`config.mk`:
```
export PLATFORM = sky130hd
export DESIGN_NAME = jscan_master
export DESIGN_NICKNAME = d
export VERILOG_FILES = /design/src/rtl/jscan_pkg.sv /design/src/rtl/jscan_cfg_regs.sv /design/src/rtl/jscan_tck_div.sv /design/src/rtl/jscan_seq.sv /design/src/rtl/jscan_master.sv
export SDC_FILE = /design/constraint.sdc
export NUM_CORES = 1
export LEC_CHECK = 0
export BUFFER_PORTS_ARGS = -buffer_cell sky130_fd_sc_hd__buf_2
export CAP_MARGIN = 20
export CELL_PAD_IN_SITES_DETAIL_PLACEMENT = 2
export CELL_PAD_IN_SITES_GLOBAL_PLACEMENT = 2
export CORE_AREA = 2 2 297 152
export CTS_CLUSTER_DIAMETER = 40
export CTS_CLUSTER_SIZE = 25
export DETAILED_ROUTE_END_ITERATION = 6
export DIE_AREA = 0 0 299 154
export PLACE_DENSITY_LB_ADDON = 0.1
export SLEW_MARGIN = 40
export SYNTH_ARGS = -nofsm -noshare
export SYNTH_HDL_FRONTEND = slang
export SYNTH_SLANG_ARGS = --single-unit
```
`constraint.sdc`:
```
create_clock -name clk -period 8.8 [get_ports clk]
set_input_delay 0.44 -clock clk [delete_from_list [all_inputs] [get_ports clk]]
set_output_delay 0.44 -clock clk [all_outputs]
set_load 0.02 [all_outputs]
```
`src/rtl/jscan_pkg.sv`:
```
package jscan_pkg;

  typedef enum logic [2:0] {
    ST_IDLE,
    ST_NAV,
    ST_SHIFT,
    ST_EXIT,
    ST_RTI,
    ST_RST
  } jscan_st_e;

  typedef struct packed {
    logic [15:0] half;
    logic [7:0]  ir_pre;
    logic [7:0]  ir_post;
    logic [7:0]  dr_pre;
    logic [7:0]  dr_post;
    logic [7:0]  idle;
    logic        no_trst;
  } jscan_cfg_t;

endpackage

```
`src/rtl/jscan_cfg_regs.sv`:
```
module jscan_cfg_regs
  import jscan_pkg::*;
#(
  parameter int CLK_HZ     = 100_000_000,
  parameter int TCK_HZ_DEF = 1_000_000
) (
  input  logic       clk,
  input  logic       rst_n,
  input  logic       we,
  input  logic       busy,
  input  jscan_cfg_t cfg_in,
  output jscan_cfg_t cfg_q
);

  localparam int DEF_HALF = CLK_HZ / (2 * TCK_HZ_DEF);

  jscan_cfg_t cfg_d;

  always_comb begin
    cfg_d = cfg_q;
    if (we && !busy) cfg_d = cfg_in;
  end

  always_ff @(posedge clk or negedge rst_n) begin
    if (!rst_n) begin
      cfg_q         <= '0;
      cfg_q.half    <= 16'(DEF_HALF);
    end else begin
      cfg_q <= cfg_d;
    end
  end

endmodule

```
`src/rtl/jscan_tck_div.sv`:
```
module jscan_tck_div #(
  parameter int DIV_W = 16
) (
  input  logic             clk,
  input  logic             rst_n,
  input  logic             run,
  input  logic             restart,
  input  logic [DIV_W-1:0] half,
  output logic             tick
);

  logic [DIV_W-1:0] cnt_q, cnt_d, half_m1;

  always_comb begin
    half_m1 = (half == '0) ? '0 : half - 1'b1;
    tick    = run && (cnt_q == '0);
    cnt_d   = cnt_q;
    if (restart)       cnt_d = half_m1;
    else if (run)      cnt_d = (cnt_q == '0) ? half_m1 : cnt_q - 1'b1;
  end

  always_ff @(posedge clk or negedge rst_n) begin
    if (!rst_n) cnt_q <= '0;
    else        cnt_q <= cnt_d;
  end

endmodule

```
`src/rtl/jscan_seq.sv`:
```
module jscan_seq
  import jscan_pkg::*;
#(
  parameter int MAXLEN = 64,
  parameter int PAD_W  = 8
) (
  input  logic                         clk,
  input  logic                         rst_n,
  input  jscan_cfg_t                   cfg,
  input  logic                         start,
  input  logic                         tap_reset,
  input  logic                         scan_ir,
  input  logic [$clog2(MAXLEN+1)-1:0]  scan_len,
  input  logic [MAXLEN-1:0]            scan_din,
  input  logic                         tick,
  input  logic                         tdo,
  output logic                         restart,
  output logic                         busy,
  output logic                         done,
  output logic [MAXLEN-1:0]            scan_dout,
  output logic                         tck,
  output logic                         tms,
  output logic                         tdi,
  output logic                         trst_n
);

  localparam int LEN_W   = $clog2(MAXLEN + 1);
  localparam int IDX_W   = $clog2(MAXLEN);
  localparam int CNT_W   = $clog2(2 * ((1 << PAD_W) - 1) + MAXLEN + 1);
  localparam int RST_TMS = 5;

  jscan_st_e          st_q, st_d;
  logic [CNT_W-1:0]   cnt_q, cnt_d;
  logic               op_ir_q, notrst_q;
  logic [PAD_W-1:0]   pre_q, idle_q;
  logic [LEN_W-1:0]   len_q;
  logic [CNT_W-1:0]   total_q;
  logic [MAXLEN-1:0]  din_q, dout_d;
  logic               tck_d, tms_d, tdi_d, trst_d, busy_d, done_d;

  logic               accept, fall, rise, load;
  logic               w_ir, w_notrst;
  logic [PAD_W-1:0]   w_pre, w_post;
  logic [LEN_W-1:0]   w_len;
  logic [MAXLEN-1:0]  w_din;
  logic [CNT_W-1:0]   w_total, w_end, c_end;
  logic [IDX_W-1:0]   off_d, off_q;

  // working values: fresh inputs on acceptance, latched copy otherwise
  always_comb begin
    accept   = !busy && (start || tap_reset);
    fall     = busy && tick && tck;
    rise     = busy && tick && !tck;
    load     = accept || fall;
    restart  = accept;
    w_ir     = accept ? scan_ir     : op_ir_q;
    w_pre    = accept ? (scan_ir ? cfg.ir_pre  : cfg.dr_pre)  : pre_q;
    w_post   = accept ? (scan_ir ? cfg.ir_post : cfg.dr_post) : PAD_W'(total_q - CNT_W'(pre_q) - CNT_W'(len_q));
    w_len    = accept ? scan_len    : len_q;
    w_din    = accept ? scan_din    : din_q;
    w_notrst = accept ? cfg.no_trst : notrst_q;
    w_total  = CNT_W'(w_pre) + CNT_W'(w_len) + CNT_W'(w_post);
    w_end    = CNT_W'(w_pre) + CNT_W'(w_len);
    c_end    = CNT_W'(pre_q) + CNT_W'(len_q);
  end

  // next bit position
  always_comb begin
    st_d  = st_q;
    cnt_d = cnt_q;
    if (accept) begin
      st_d  = tap_reset ? ST_RST : ST_NAV;
      cnt_d = '0;
    end else if (fall) begin
      cnt_d = cnt_q + 1'b1;
      case (st_q)
        ST_NAV: if (cnt_q == (op_ir_q ? CNT_W'(3) : CNT_W'(2))) begin
          st_d = ST_SHIFT; cnt_d = '0;
        end
        ST_SHIFT: if (cnt_q == total_q - 1'b1) begin
          st_d = ST_EXIT; cnt_d = '0;
        end
        ST_EXIT, ST_RST: if ((st_q == ST_EXIT && cnt_q == CNT_W'(1)) ||
                             (st_q == ST_RST  && cnt_q == CNT_W'(RST_TMS))) begin
          st_d  = (idle_q == '0) ? ST_IDLE : ST_RTI;
          cnt_d = '0;
        end
        ST_RTI: if (cnt_q == CNT_W'(idle_q) - 1'b1) begin
          st_d = ST_IDLE; cnt_d = '0;
        end
        default: begin st_d = ST_IDLE; cnt_d = '0; end
      endcase
    end
  end

  // line values for the bit being loaded, plus capture and handshake
  always_comb begin
    off_d  = IDX_W'(cnt_d - CNT_W'(w_pre));
    off_q  = IDX_W'(cnt_q - CNT_W'(pre_q));
    tms_d  = 1'b0;
    tdi_d  = 1'b0;
    trst_d = 1'b1;
    case (st_d)
      ST_NAV:   tms_d = w_ir ? (cnt_d < CNT_W'(2)) : (cnt_d == '0);
      ST_SHIFT: begin
        tms_d = (cnt_d == w_total - 1'b1);
        if (cnt_d >= CNT_W'(w_pre) && cnt_d < w_end) tdi_d = w_din[off_d];
        else                                         tdi_d = w_ir;
      end
      ST_EXIT:  tms_d = (cnt_d == '0);
      ST_RST: begin
        tms_d  = (cnt_d < CNT_W'(RST_TMS));
        trst_d = !((cnt_d < CNT_W'(RST_TMS)) && !w_notrst);
      end
      default: ;
    endcase

    tck_d  = rise ? 1'b1 : (load ? 1'b0 : tck);
    busy_d = accept ? 1'b1 : ((fall && st_d == ST_IDLE) ? 1'b0 : busy);
    done_d = fall && (st_d == ST_IDLE);

    dout_d = scan_dout;
    if (accept) dout_d = '0;
    else if (rise && st_q == ST_SHIFT && cnt_q >= CNT_W'(pre_q) && cnt_q < c_end)
      dout_d[off_q] = tdo;
  end

  always_ff @(posedge clk or negedge rst_n) begin
    if (!rst_n) begin
      st_q      <= ST_IDLE;
      cnt_q     <= '0;
      op_ir_q   <= 1'b0;
      notrst_q  <= 1'b0;
      pre_q     <= '0;
      idle_q    <= '0;
      len_q     <= '0;
      total_q   <= '0;
      din_q     <= '0;
      scan_dout <= '0;
      tck       <= 1'b0;
      tms       <= 1'b0;
      tdi       <= 1'b0;
      trst_n    <= 1'b1;
      busy      <= 1'b0;
      done      <= 1'b0;
    end else begin
      tck       <= tck_d;
      busy      <= busy_d;
      done      <= done_d;
      scan_dout <= dout_d;
      if (load) begin
        st_q   <= st_d;
        cnt_q  <= cnt_d;
        tms    <= tms_d;
        tdi    <= tdi_d;
        trst_n <= trst_d;
      end
      if (accept) begin
        op_ir_q  <= w_ir;
        notrst_q <= w_notrst;
        pre_q    <= w_pre;
        idle_q   <= cfg.idle;
        len_q    <= w_len;
        total_q  <= w_total;
        din_q    <= w_din;
      end
    end
  end

endmodule

```
`src/rtl/jscan_master.sv`:
```
module jscan_master
  import jscan_pkg::*;
#(
  parameter int CLK_HZ     = 100_000_000,
  parameter int TCK_HZ_DEF = 1_000_000,
  parameter int MAXLEN     = 64,
  parameter int PAD_W      = 8,
  parameter int DIV_W      = 16
) (
  input  logic                        clk,
  input  logic                        rst_n,
  input  logic                        cfg_we,
  input  logic [DIV_W-1:0]            cfg_half,
  input  logic [PAD_W-1:0]            cfg_ir_pre,
  input  logic [PAD_W-1:0]            cfg_ir_post,
  input  logic [PAD_W-1:0]            cfg_dr_pre,
  input  logic [PAD_W-1:0]            cfg_dr_post,
  input  logic [PAD_W-1:0]            cfg_idle,
  input  logic                        cfg_no_trst,
  input  logic                        start,
  input  logic                        tap_reset,
  input  logic                        scan_ir,
  input  logic [$clog2(MAXLEN+1)-1:0] scan_len,
  input  logic [MAXLEN-1:0]           scan_din,
  input  logic                        tdo,
  output logic                        busy,
  output logic                        done,
  output logic [MAXLEN-1:0]           scan_dout,
  output logic                        tck,
  output logic                        tms,
  output logic                        tdi,
  output logic                        trst_n
);

  jscan_cfg_t cfg_in, cfg_q;
  logic       tick, restart;

  always_comb begin
    cfg_in.half    = 16'(cfg_half);
    cfg_in.ir_pre  = cfg_ir_pre;
    cfg_in.ir_post = cfg_ir_post;
    cfg_in.dr_pre  = cfg_dr_pre;
    cfg_in.dr_post = cfg_dr_post;
    cfg_in.idle    = cfg_idle;
    cfg_in.no_trst = cfg_no_trst;
  end

  jscan_cfg_regs #(.CLK_HZ(CLK_HZ), .TCK_HZ_DEF(TCK_HZ_DEF)) u_cfg (
    .clk(clk), .rst_n(rst_n), .we(cfg_we), .busy(busy),
    .cfg_in(cfg_in), .cfg_q(cfg_q)
  );

  jscan_tck_div #(.DIV_W(16)) u_div (
    .clk(clk), .rst_n(rst_n), .run(busy), .restart(restart),
    .half(cfg_q.half), .tick(tick)
  );

  jscan_seq #(.MAXLEN(MAXLEN), .PAD_W(PAD_W)) u_seq (
    .clk(clk), .rst_n(rst_n), .cfg(cfg_q), .start(start),
    .tap_reset(tap_reset), .scan_ir(scan_ir), .scan_len(scan_len),
    .scan_din(scan_din), .tick(tick), .tdo(tdo), .restart(restart),
    .busy(busy), .done(done), .scan_dout(scan_dout), .tck(tck),
    .tms(tms), .tdi(tdi), .trst_n(trst_n)
  );

endmodule

```
==> summary.md <==
| Metric | Value |
|---|---|
| Status | `finished clean` |
| Nets@finish | `between 2000 and 2500` |
| Worst hold endpoint | `u_seq.din_q[34]` |
| WL final | `54800 um` |
| Die width | `~300 um` |
| Int Power | `a little under 3000 uW` |
| Synthesized Nets | `1940` |
| Vias post-DR | `between 10000 and 15000` |
| Detailed Routing Iterations Pass 1 | `4` |
| First-pass GRT wire length | `87300 um` |
| Initial antenna violation count | `1` |
| R2R Setup Slk | `~2400 ps` |
| VDD IR max | `0.000144 V` |
| Clk_lat worst skew | `roughly 550 ps` |
| Synth Flop Type | `dfrtp_1` |
| Filler cell count | `approximately 4600` |
| Crit end category | `register` |
| Post-synth ARST share | `100%` |
| Drc violations | `0` |
| Post-Route Skew | `approximately 30 ps` |
| Critical path's slowest cell | `xor2_4` |
| Setup Buffers After CTS | `0` |
| Core area | `roughly 43000 sq um` |
| Pin count of the biggest net entering global routing | `around 150` |
| Initial core utilization | `a little under two fifths` |
| Clk slew on worst S/H paths | `60 ps` |
| Sequential Power Share | `29.9%` |
| CTS buffer count | `37` |
| Top Ports | `approximately 200` |
| Max Root-Sink Buffers | `3` |
| GRT met1 Usage | `about a third` |
| Hold_sp | `scan_din[34]` |
| WL per Instance | `around 22 um` |
| Commonest non-fill, non-tap cell in the layout | `nand2_1` |
| Post-Synthesis Cells | `1717` |
| Die height | `154 um` |
| Simple-gate portion of the synthesized area | `about 17%` |
| Area occupied by multi-input gates | `roughly 9000 sq um` |
| Final hold viol count | `0` |
| Met3 Usage GRT | `3.39%` |
| # resized after CTS | `0` |
| CP Launch Point | `u_div.cnt_q[0]` |
| CP Data Arrival Time | `slightly below 7000 ps` |
| Initial DRC Count | `620` |
| Clock Power Share | `34.3%` |
| Comb pwr share | `between 30% and 40%` |
| F_max | `157 MHz` |
| WP data required | `about 9200 ps` |
| Gr usage total | `about a quarter` |
| Total clock sinks | `between 200 and 300` |
| GR peak layer | `met2` |
| Compound-Gate Fraction of Synth Area | `14.3%` |
| Worst slack at placement | `~2500 ps` |
| Synth cell types | `83` |
| Final setup vio count | `0` |
| Leakage power total | `roughly 0.0094 uW` |
| Max Cap Viol | `0` |
| Crit path max-delay family | `simple AND/OR/NAND/NOR gates` |
| Reg-to-Reg End | `u_seq.tdi` |
| Critical path startpoint category | `register` |
| Most frequent cells in the layout | `nand2_1, dfrtp_1, buf_2` |
| Vias per inst | `roughly 5.5` |
| Seq. cell area | `6390 sq um` |
| Die area | `about 46000 sq um` |
| Routed Antenna Nets | `0` |
| FF+latch count, synth | `approximately 260` |
| Gr ovfl total | `0` |
| Post-layout min period | `about 6400 ps` |
| Switching share of power | `37.2%` |
| Port bufs | `about 200` |
| HP Class | `input port to register` |
| Mux contribution to synthesized area | `12.8%` |
| Layout cells sized above 1 | `between 20% and 30%` |
| Reg2reg start | `u_div.cnt_q[0]` |
| Crit path largest cell delay | `~640 ps` |
| Cell area power density | `between 200 and 250 nW/um^2` |
| Met2 Use GR | `39.8%` |
| CP max FO | `20` |
| Slew Limit Fails | `0` |
| Post-synth EDFFs | `0` |
| Seq/Total Area, Yosys | `roughly 40%` |
| CP Buf/Inv Count | `2` |
| GP Congestion | `about 0.88` |
| RSZ-0062 raised after global routing | `false` |
| Synth Warn # | `0` |
| Setup tns final | `0 ps` |
| Tightest Pin Transition | `a little under 900 ps` |
| Antenna diode count | `0` |
| CTS tree | `built` |
| Post-Synth XOR/XNOR Area | `4.09%` |
| Final WS setup | `approximately 2400 ps` |
| Worst-case reg-to-reg path depth | `17` |
| H-tree depth | `2` |
| Area Overhead vs Synth | `19.0%` |
| Worst Path Class, Setup | `register to register` |
| Largest family of logic cells by synthesized area | `simple AND/OR/NAND/NOR gates` |
| Hold Crit Depth | `3` |
| Cell Area, Synth | `16000 sq um` |
| Fin crit share | `roughly 72%` |
| CTS Root Buffer Type | `clkbuf_16` |
| Rows | `54` |
| Max-slew headroom | `approximately 40%` |
| Syn avg cell area | `just over 9 sq um` |
| Vias in the first global route | `between 15000 and 20000` |
| Hpwl dp | `just under 40000 um` |
| Switching power summed over all nets | `roughly 1700 uW` |
| Fraction of the mapped netlist area in adder cells | `7.45%` |
| Worst-path cell chain | `inv_1, ha_1, or3b_1, or4_1, nor4_4, nand2_1, a21oi_2, a21o_1, inv_1, fa_1, xor2_4, mux2_2, mux4_2, mux4_2, nor2_1, nor4_1, a21o_1` |
## synthesized netlist by cell type (20+ instances only)
cell / n / share of area [%]
dfrtp_1: 251 / 39
nor2_1: 74 / 1.7
o2111ai_1: 66 / 3.6
ha_1: 76 / 6.0
nand2b_1: 20 / 0.78
nor3_1: 31 / 0.97
inv_1: 73 / 1.7
o21ai_0: 78 / 2.4
mux2_2: 88 / 6.2
a21oi_1: 60 / 1.9
nand2_1: 373 / 8.8
xnor2_1: 53 / 2.9
clkbuf_1: 83 / 1.9
a21o_1: 31 / 1.5
mux2i_1: 88 / 5.5
## flip-flops by register name, indices dropped and copies added, names as in the netlist, 3 cells and up
name	count
u_seq.din_q	64
u_seq.scan_dout	64
u_cfg.cfg_q	57
u_div.cnt_q	16
u_seq.cnt_q	10
u_seq.total_q	10
u_seq.idle_q	8
u_seq.pre_q	8
u_seq.len_q	7
u_seq.st_q	3
## stage by stage
step	total power (uW)	instance area (sq um)	hold slack [ps]	cells	util, %
final	4700	19000	115	2494	44.0
after global placement	3000	17500	453	2421	40.5
after global routing	5000	19000	115	2494	44.0
after floorplan	2550	16000	144	1717	-
after CTS	4740	18900	2.56	2490	43.7
after detailed placement	3090	17600	459	2422	40.7
## worst max-delay path by stage
stage	end	slack, ps	cells after the start
floorplan	u_seq.tms	2250	26
global placement	u_seq.tdi	2310	18
detailed placement	u_seq.tdi	2470	18
CTS	u_seq.tdi	2460	18
global route	u_seq.tms	2040	22
finish	u_seq.tdi	2440	17
## cell type report
type | count | share of cell area [%]
flip-flops and latches | 255 | 33.6
repair buffers | 224 | 6.68
clock buffers | 44 | 5.44
inverters | 74 | 1.47
clock inverters | 24 | 1.55
well taps | 588 | 3.87
multi-input cells | 1285 | 47.4
## layer usage
layer | wire length (um) | vias to the layer above
li1 | - | 6352
met1 | 26200 | 7028
met2 | 25900 | 237
met3 | 1960 | 61
met4 | 771 | 0
met5 | 0 | -
## timing repair
item,in CTS,in global routing
hold endpoints to repair,0,32
hold buffers,0,1
setup endpoints to repair,0,0
## logic make-up (layout without fill, tap and decap cells)
family,count (synthesis),count (layout)
and+or+nand+nor,611,611
AOI/OAI and AO/OA,329,329
DFF,255,255
muxes,184,184
buffers and inverters,177,366
adders and majority gates,88,88
xor gates and xnor gates,73,73
## power by group through the flow
| stage | logic, uW | clock network, uW | registers, uW |
|---|---|---|---|
| after detailed placement | 1660 | 0 | 1430 |
| after CTS | 1680 | 1650 | 1410 |
| after global routing | 1870 | 1710 | 1430 |
| final | 1680 | 1610 | 1410 |
| after floorplan | 1150 | 0 | 1400 |
| after global placement | 1590 | 0 | 1420 |
## worst reg2reg max path: cells and delay by family (launching register included)
| kind | cells | cell delay (ps) |
|---|---|---|
| buffers and inverters | 2 | 220 |
| flip-flops | 1 | 410 |
| AO/OA/AOI/OAI | 3 | 710 |
| adder cells (fa/ha/maj) | 2 | 770 |
| AND/OR/NAND/NOR | 6 | 2050 |
| XOR/XNOR | 1 | 640 |
| multiplexers | 3 | 1440 |
No activity file was read; power rests on OpenSTA's default activity.
